**config.mk**
```make
export PLATFORM = sky130hd
export DESIGN_NAME = dbg_entry_ctrl
export DESIGN_NICKNAME = d
export VERILOG_FILES = /design/src/rtl/dbg_pkg.sv /design/src/rtl/dbg_evt_mask.sv /design/src/rtl/dbg_cause_reg.sv /design/src/rtl/dbg_mode_fsm.sv /design/src/rtl/dbg_entry_ctrl.sv
export SDC_FILE = /design/constraint.sdc
export NUM_CORES = 1
export LEC_CHECK = 0
export BUFFER_PORTS_ARGS = -buffer_cell sky130_fd_sc_hd__buf_2
export CORE_UTILIZATION = 58
export DETAILED_ROUTE_END_ITERATION = 8
export PLACE_DENSITY = 0.85
export SYNTH_ARGS = -nofsm -noshare
export SYNTH_HDL_FRONTEND = slang
export SYNTH_SLANG_ARGS = --single-unit
```
**constraint.sdc**
```tcl
create_clock -name clk -period 2.8 [get_ports clk]
set_clock_uncertainty 0.2 [all_clocks]
set_input_delay 0.14 -clock clk [delete_from_list [all_inputs] [get_ports clk]]
set_output_delay 0.14 -clock clk [all_outputs]
set_load 0.02 [all_outputs]
```
**src/rtl/dbg_pkg.sv**
```systemverilog
package dbg_pkg;
  typedef enum logic {MODE_RUN = 1'b0, MODE_DEBUG = 1'b1} dbg_mode_e;

  // Cause-word update: new sets win over write-one-to-clear.
  function automatic logic [63:0] cause_next(input logic [63:0] cur,
                                             input logic [63:0] set,
                                             input logic [63:0] clr);
    return set | (cur & ~clr);
  endfunction
endpackage

```
**src/rtl/dbg_evt_mask.sv**
```systemverilog
module dbg_evt_mask #(
  parameter int NUM_EVT = 8
) (
  input  logic [NUM_EVT-1:0] evt_req,
  input  logic [NUM_EVT-1:0] enable_q,
  input  logic               irq_en,
  output logic [NUM_EVT-1:0] evt_hit,
  output logic               evt_entry
);
  assign evt_hit   = evt_req & enable_q;
  assign evt_entry = (|evt_hit) & irq_en;
endmodule

```
**src/rtl/dbg_cause_reg.sv**
```systemverilog
module dbg_cause_reg #(
  parameter int CW = 10
) (
  input  logic          clk,
  input  logic          rst_n,
  input  logic [CW-1:0] set_vec,
  input  logic [CW-1:0] clr_vec,
  output logic [CW-1:0] cause_q
);
  import dbg_pkg::*;
  logic [63:0] nxt;
  assign nxt = cause_next(64'(cause_q), 64'(set_vec), 64'(clr_vec));

  for (genvar i = 0; i < CW; i++) begin : g_bit
    always_ff @(posedge clk or negedge rst_n) begin
      if (!rst_n) cause_q[i] <= 1'b0;
      else        cause_q[i] <= nxt[i];
    end
  end
endmodule

```
**src/rtl/dbg_mode_fsm.sv**
```systemverilog
module dbg_mode_fsm #(
  parameter int PC_W = 32
) (
  input  logic            clk,
  input  logic            rst_n,
  input  logic            entry_fire,
  input  logic            resume_fire,
  input  logic [PC_W-1:0] cur_pc,
  input  logic            cur_priv,
  output logic            debug_active,
  output logic            priv_user,
  output logic            pc_load_valid,
  output logic [PC_W-1:0] pc_load_addr,
  output logic [PC_W-1:0] saved_pc,
  output logic            saved_priv
);
  import dbg_pkg::*;
  dbg_mode_e mode_q;

  always_ff @(posedge clk or negedge rst_n) begin
    if (!rst_n) begin
      mode_q        <= MODE_RUN;
      priv_user     <= 1'b0;
      pc_load_valid <= 1'b0;
      pc_load_addr  <= '0;
      saved_pc      <= '0;
      saved_priv    <= 1'b0;
    end else begin
      pc_load_valid <= 1'b0;
      if (resume_fire) begin
        mode_q        <= MODE_RUN;
        priv_user     <= saved_priv;
        pc_load_valid <= 1'b1;
        pc_load_addr  <= saved_pc;
      end else if (entry_fire) begin
        mode_q     <= MODE_DEBUG;
        priv_user  <= 1'b0;
        saved_pc   <= cur_pc;
        saved_priv <= cur_priv;
      end
    end
  end

  assign debug_active = (mode_q == MODE_DEBUG);
endmodule

```
**src/rtl/dbg_entry_ctrl.sv**
```systemverilog
module dbg_entry_ctrl #(
  parameter int NUM_EVT = 8,
  parameter int PC_W    = 32,
  localparam int CW     = NUM_EVT + 2
) (
  input  logic               clk,
  input  logic               rst_n,
  input  logic [NUM_EVT-1:0] evt_req,
  input  logic               irq_en,
  input  logic               force_req,
  input  logic               reset_dbg_req,
  input  logic               resume,
  input  logic [PC_W-1:0]    cur_pc,
  input  logic               cur_priv,
  input  logic               sw_we,
  input  logic               sw_sel,
  input  logic [CW-1:0]      sw_wdata,
  output logic [NUM_EVT-1:0] enable_q,
  output logic [CW-1:0]      cause_q,
  output logic               cause_any,
  output logic               debug_active,
  output logic               fetch_src_port,
  output logic               priv_user,
  output logic               pc_load_valid,
  output logic [PC_W-1:0]    pc_load_addr
);
  logic               boot_q;
  logic               boot_entry;
  logic [NUM_EVT-1:0] evt_hit;
  logic               evt_entry;
  logic               entry_fire;
  logic               resume_fire;
  logic [CW-1:0]      set_vec;
  logic [CW-1:0]      clr_vec;
  logic [PC_W-1:0]    saved_pc;
  logic               saved_priv;

  // First-cycle-after-reset marker for entry straight out of reset.
  always_ff @(posedge clk or negedge rst_n) begin
    if (!rst_n) boot_q <= 1'b1;
    else        boot_q <= 1'b0;
  end
  assign boot_entry = boot_q & reset_dbg_req;

  always_ff @(posedge clk or negedge rst_n) begin
    if (!rst_n)                 enable_q <= '0;
    else if (sw_we && !sw_sel)  enable_q <= sw_wdata[NUM_EVT-1:0];
  end

  dbg_evt_mask #(.NUM_EVT(NUM_EVT)) u_mask (
    .evt_req  (evt_req),
    .enable_q (enable_q),
    .irq_en   (irq_en),
    .evt_hit  (evt_hit),
    .evt_entry(evt_entry)
  );

  assign entry_fire  = !debug_active && (evt_entry || force_req || boot_entry);
  assign resume_fire = debug_active && resume;

  assign set_vec = {boot_entry, force_req, evt_hit};
  assign clr_vec = (sw_we && sw_sel) ? sw_wdata : '0;

  dbg_cause_reg #(.CW(CW)) u_cause (
    .clk    (clk),
    .rst_n  (rst_n),
    .set_vec(set_vec),
    .clr_vec(clr_vec),
    .cause_q(cause_q)
  );
  assign cause_any = |cause_q;

  dbg_mode_fsm #(.PC_W(PC_W)) u_fsm (
    .clk          (clk),
    .rst_n        (rst_n),
    .entry_fire   (entry_fire),
    .resume_fire  (resume_fire),
    .cur_pc       (cur_pc),
    .cur_priv     (cur_priv),
    .debug_active (debug_active),
    .priv_user    (priv_user),
    .pc_load_valid(pc_load_valid),
    .pc_load_addr (pc_load_addr),
    .saved_pc     (saved_pc),
    .saved_priv   (saved_priv)
  );

  assign fetch_src_port = debug_active;
endmodule

```
Word-level counts from Yosys, hierarchy flattened
Cells that the tools add are included.
{"block": "totals", "register_bits": 87, "inputBits": 59, "output_inout_bits": 55, "wordCells": 43}
{"block": "classes", "mux": 6, "bitwise": 7, "reduce_logical": 12}
{"op": "$and A10 B10 Y10", "n": 1}
{"op": "$mux W10", "n": 1}
{"op": "$not A10 Y10", "n": 1}
{"op": "$or A10 B10 Y10", "n": 1}
{"op": "$reduce_or A10 Y1", "n": 1}
{"op": "$and A8 B8 Y8", "n": 1}
{"op": "$reduce_or A8 Y1", "n": 1}
{"op": "$mux W1", "n": 5}
{"op": "$logic_and A1 B1 Y1", "n": 4}
{"op": "$and A1 B1 Y1", "n": 2}
{"op": "$logic_not A1 Y1", "n": 2}
{"op": "$logic_or A1 B1 Y1", "n": 2}
{"op": "$reduce_and A2 Y1", "n": 1}
{"op": "$reduce_bool A2 Y1", "n": 1}
{"op": "$not A1 Y1", "n": 1}

Logic depth before layout (Yosys ltp)
{"block": "logic_depth", "word_depth": 8, "depth_mapped": 6, "depth_no_buf": 4}

Modules after synthesis
Synthesis repeated with hierarchy kept, for this count alone.
{"block": "unflattened", "cells_unflattened": 228, "area_unflattened_um2": 3595.9}
{"module": "dbg_mode_fsm", "n_inst": 1, "cells_per_inst": 146, "area_each_um2": 2657.5, "seq_area_each_um2": 1701.6}
{"module": "dbg_entry_ctrl", "n_inst": 1, "cells_per_inst": 41, "area_each_um2": 498.0, "seq_area_each_um2": 226.5}
{"module": "dbg_cause_reg", "n_inst": 1, "cells_per_inst": 30, "area_each_um2": 362.8, "seq_area_each_um2": 250.2}
{"module": "dbg_evt_mask", "n_inst": 1, "cells_per_inst": 11, "area_each_um2": 77.6, "seq_area_each_um2": 0.0}

Worst setup path after synthesis
OpenSTA, ideal clock, no wires.
{"block": "synth_timing", "path_type": "register to register", "startpoint": "reg u_fsm.mode_q, in the netlist u_fsm.debug_active", "endpoint": "reg u_fsm.pc_load_addr[23]", "setup_ps": 125, "t_arrival_ps": 1245, "t_required_ps": 2475, "slack_ps": 1230, "path_stages_with_launch": 6, "path_buffers": 2, "synth_period_minus_slack_ps": 1570, "path_cell_list": "dfrtp_1 > buf_6 > nand2_8 > inv_4 > buf_6 > mux2_4"}
{"block": "synth_via", "elab_chain_cells": 1}
{"item": "from (decl)", "line_no": "dbg_mode_fsm.sv:18", "text": "dbg_mode_e mode_q;"}
{"item": "from (signal assigned)", "line_no": "dbg_mode_fsm.sv:22", "text": "mode_q <= MODE_RUN;"}
{"item": "from (signal assigned)", "line_no": "dbg_mode_fsm.sv:31", "text": "mode_q <= MODE_RUN;"}
{"item": "from (signal assigned)", "line_no": "dbg_mode_fsm.sv:36", "text": "mode_q <= MODE_DEBUG;"}
{"item": "$logic_and A1 B1 Y1", "line_no": "dbg_entry_ctrl.sv:59", "text": "assign resume_fire = debug_active && resume;"}
{"item": "named net resume_fire", "line_no": "dbg_entry_ctrl.sv:32", "text": "logic resume_fire;"}
{"item": "to (signal assigned)", "line_no": "dbg_mode_fsm.sv:34", "text": "pc_load_addr <= saved_pc;"}
{"item": "to (decl)", "line_no": "dbg_mode_fsm.sv:13", "text": "output logic [PC_W-1:0] pc_load_addr,"}
The timed path passes the listed nets, and every way through them passes these cells.
A chain may end at the register's enable or synchronous reset.

Worst setup path after layout
{"block": "layout_timing", "startpoint": "in evt_req[2]", "endpoint": "reg u_fsm.saved_pc[27]"}
{"block": "layout_via", "elab_chain_cells": 7}
{"item": "from (decl)", "line_no": "dbg_entry_ctrl.sv:8", "text": "input logic [NUM_EVT-1:0] evt_req,"}
{"item": "$and A8 B8 Y8", "line_no": "dbg_evt_mask.sv:10", "text": "assign evt_hit = evt_req & enable_q;"}
{"item": "$reduce_or A8 Y1", "line_no": "dbg_evt_mask.sv:11", "text": "assign evt_entry = (|evt_hit) & irq_en;"}
{"item": "$and A1 B1 Y1", "line_no": "dbg_evt_mask.sv:11"}
{"item": "$logic_or A1 B1 Y1 (2 in series)", "line_no": "dbg_entry_ctrl.sv:58", "text": "assign entry_fire = !debug_active && (evt_entry || force_req || boot_entry);"}
{"item": "$logic_and A1 B1 Y1", "line_no": "dbg_entry_ctrl.sv:58"}
{"item": "$reduce_and A2 Y1 (no source line)"}
{"item": "to (signal assigned)", "line_no": "dbg_mode_fsm.sv:38", "text": "saved_pc <= cur_pc;"}
{"item": "to (decl)", "line_no": "dbg_mode_fsm.sv:14", "text": "output logic [PC_W-1:0] saved_pc,"}
No other way between the ends.

==> flow_summary.json <==
{
  "synthDistinctLibCells": 36,
  "pin_count": 114,
  "rows": 32,
  "reg2reg_depth": 4,
  "setup_viol": 0,
  "drv_slew": 0,
  "min_period_ns": 2.12,
  "hold_path_class": "in -> reg",
  "grt_max_degree": 102,
  "worst_hold_slack_ns": 0.0788,
  "place.gp.congestion": 0.835,
  "cts_setup_buffers": 0,
  "postLayoutCoreUtil_pct": 77.8,
  "syn2layout_area_growth_pct": 26.7,
  "hold_viol": 0,
  "setup_tns_ns": 0,
  "drc": 0,
  "synth_seq_cells": 87,
  "firstDrtPassIters": 5,
  "p_sw_share_pct": 37.4,
  "worstSetupPathType": "in -> reg",
  "cts_tree": "built",
  "antenna_left": 0,
  "synth_ff_type": "dfrtp_1",
  "min_path_cells": 4,
  "yosys.area.top_type_share_pct": 44.4,
  "viasPerCell": 6.29,
  "initial_core_util_pct": 61.4,
  "clock_sinks": 87,
  "power_frac_comb_pct": 37.5,
  "status": "completed",
  "io_buffers": 113,
  "groute.usage.overall_pct": 30.3,
  "synth_fp_nets": 486,
  "h-tree-depth": 3,
  "design_area_sq_mm": 0.00613,
  "worst_pin_slew_ns": 0.767,
  "chipHeight_microns": 93.4,
  "r2r-start": "u_fsm.debug_active",
  "critPathRequiredTime_ns": 2.84,
  "fp.dieW_microns": 93.4,
  "yosys_warnings": 0,
  "clockRootBuffer": "clkbuf_8",
  "synth_most_common_cell": "dfrtp_1",
  "cts_buffer_depth": 2,
  "hold_start": "resume",
  "cts-buffers-inserted": 9,
  "leakage_nw": 2.57,
  "reg2reg_to": "u_fsm.saved_pc[3]",
  "rsz0062_at_grt": "false",
  "n_antenna_cell": 0,
  "antenna_found_initial": 0,
  "hpwl_mm": 7.48,
  "ir_worst_vdd_mv": 0.492,
  "coreArea_sq_mm": 0.00789,
  "postSynthCellCount": 427,
  "grt_pass1_vias": 4167,
  "drt_wl_total_mm": 12.8,
  "p_seq_share_pct": 41.9,
  "relSlewSlack_pct": 48.8,
  "synth_area_sq_mm": 0.00484,
  "placed_cell_area_sq_mm": 0.00535,
  "ys_top_cells_by_count": "dfrtp_1 (86), nand3_1 (34)",
  "finalCritPeriodShare_pct": 75.7,
  "arrival_ns": 2.16,
  "clkTransAtPathRegs_ns": 0.09,
  "worst_setup_path_end_kind": "flip-flop",
  "postSynthAreaPerCell_sq_um": 11.3,
  "p_sw_w": 0.00179,
  "p_per_area_mw_per_mm2": 783,
  "ctsResizeCount": 0,
  "clockPowerShare_pct": 20.5,
  "first_iter_violations": 395,
  "clock_latency_ns": 0.36,
  "grt-ovfl-total": 0,
  "maxCapViolCount": 0,
  "synth-edff-count": 0,
  "synth-async-reset-ratio_pct": 100,
  "worstHoldEndpoint": "u_fsm.priv_user",
  "route.detailed.wl_per_inst_microns": 18.9,
  "synth_area_leaders": "dfrtp_1 (44%), a221oi_2 (8.4%), mux2_4 (5.6%), nor3b_1 (5.1%), o211ai_1 (5.1%)",
  "crit_fanout": 18,
  "grt_pass1_wl_mm": 20.6,
  "intPower_w": 0.00301,
  "yosys.area.top_type": "dfrtp_1",
  "fin_nets": 632,
  "regToRegSetupSlack_ns": 0.69,
  "layout-drive-gt1-share_pct": 36.0,
  "fmaxAchievable_mhz": 472,
  "ys_seq_area_share_pct": 45.0,
  "vias": 4276,
  "startpoint_type": "input pin",
  "dieArea_sq_mm": 0.00872
}
[logic make-up (layout without fill, tap and decap cells)]
group,count (synthesis),count (layout),share of synthesized area (%)
muxes,41,41,10.9
other,1,1,0.0774
DFF,87,87,45.0
AOI/OAI and AO/OA,72,72,15.5
and+or+nand+nor,179,179,22.0
buffers and inverters,47,198,6.48
[worst max-delay path, stage by stage]
cell and delay (ns):
dlygate4sd3_1 0.55, buf_2 0.14, nand2_1 0.10, nand4_2 0.45, buf_4 0.40, o211ai_1 0.25
nand3_1 0.12
[cell type report]
type,count,area (sq um)
well taps,102,128
clock buffers,10,128
fillers,484,1750
repair buffers,180,1240
inverters,2,10.0
flip-flops and latches,87,2180
multi-input cells,293,2360
clock inverters,6,92.6
[registers in the layout (all words and copies together), names as in the netlist]
name                 cells
u_fsm.pc_load_addr      32
u_fsm.saved_pc          32
u_cause.cause_q         10
enable_q                 8
boot_q                   1
u_fsm.debug_active       1
u_fsm.pc_load_valid      1
u_fsm.priv_user          1
u_fsm.saved_priv         1
[metrics by stage]
step / power [W] / setup slack [ns] / instances
after global routing: 0.00502 / 0.577 / 680
after detailed placement: 0.00373 / 0.765 / 608
after global placement: 0.00365 / 0.801 / 608
final: 0.00480 / 0.680 / 680
after CTS: 0.00478 / 0.745 / 680
after floorplan: 0.00321 / 1.23 / 427
[what timing repair did]
item,CTS,global route
hold buffers,56,0
hold endpoints to repair,95,0
setup endpoints to repair,0,0
[layer usage]
metal  wire [microns]  GRT usage (%)
met5                0              0
met4              319           11.5
met3              795           4.47
met2             6540           50.6
met1             5180           40.2
[worst max path at each step]
stage | startpoint | end | depth (start not counted)
detailed placement | u_fsm.debug_active | u_fsm.saved_pc[3] | 4
global route | u_fsm.debug_active | u_fsm.saved_pc[2] | 4
finish | evt_req[2] | u_fsm.saved_pc[27] | 7
floorplan | u_fsm.debug_active | u_fsm.pc_load_addr[23] | 5
global placement | u_fsm.debug_active | u_fsm.saved_pc[5] | 4
CTS | u_fsm.debug_active | u_fsm.saved_pc[26] | 4
[power groups by stage]
stage	registers (W)	clock network [W]	logic (W)
after detailed placement	0.00202	0	0.00171
after CTS	0.00200	0.000988	0.00179
after floorplan	0.00227	0	0.000943
final	0.00202	0.000986	0.00180
after global placement	0.00199	0	0.00166
after global routing	0.00206	0.00104	0.00192
[cell usage in the layout, fill, tap and decap left out, types with 2 or more instances in the layout]
| cell | n |
|---|---|
| mux2_4 | 18 |
| inv_6 | 2 |
| clkinvlp_4 | 2 |
| a221oi_1 | 6 |
| nand2_1 | 32 |
| nand4_1 | 33 |
| nand3_1 | 34 |
| a221oi_2 | 27 |
| nor3b_1 | 33 |
| nor2b_1 | 32 |
| and4_1 | 2 |
| and2b_1 | 2 |
| mux2_2 | 14 |
| nor4_1 | 2 |
| dlygate4sd3_1 | 56 |
| nand4_2 | 2 |
| clkbuf_8 | 9 |
| buf_12 | 2 |
| dfrtp_1 | 85 |
| buf_2 | 112 |
| bufinv_16 | 2 |
| nor2_1 | 2 |
| nand2_2 | 2 |
| buf_4 | 10 |
| mux2_1 | 8 |
| o211ai_1 | 33 |
Power figures use the tool's default switching activity.
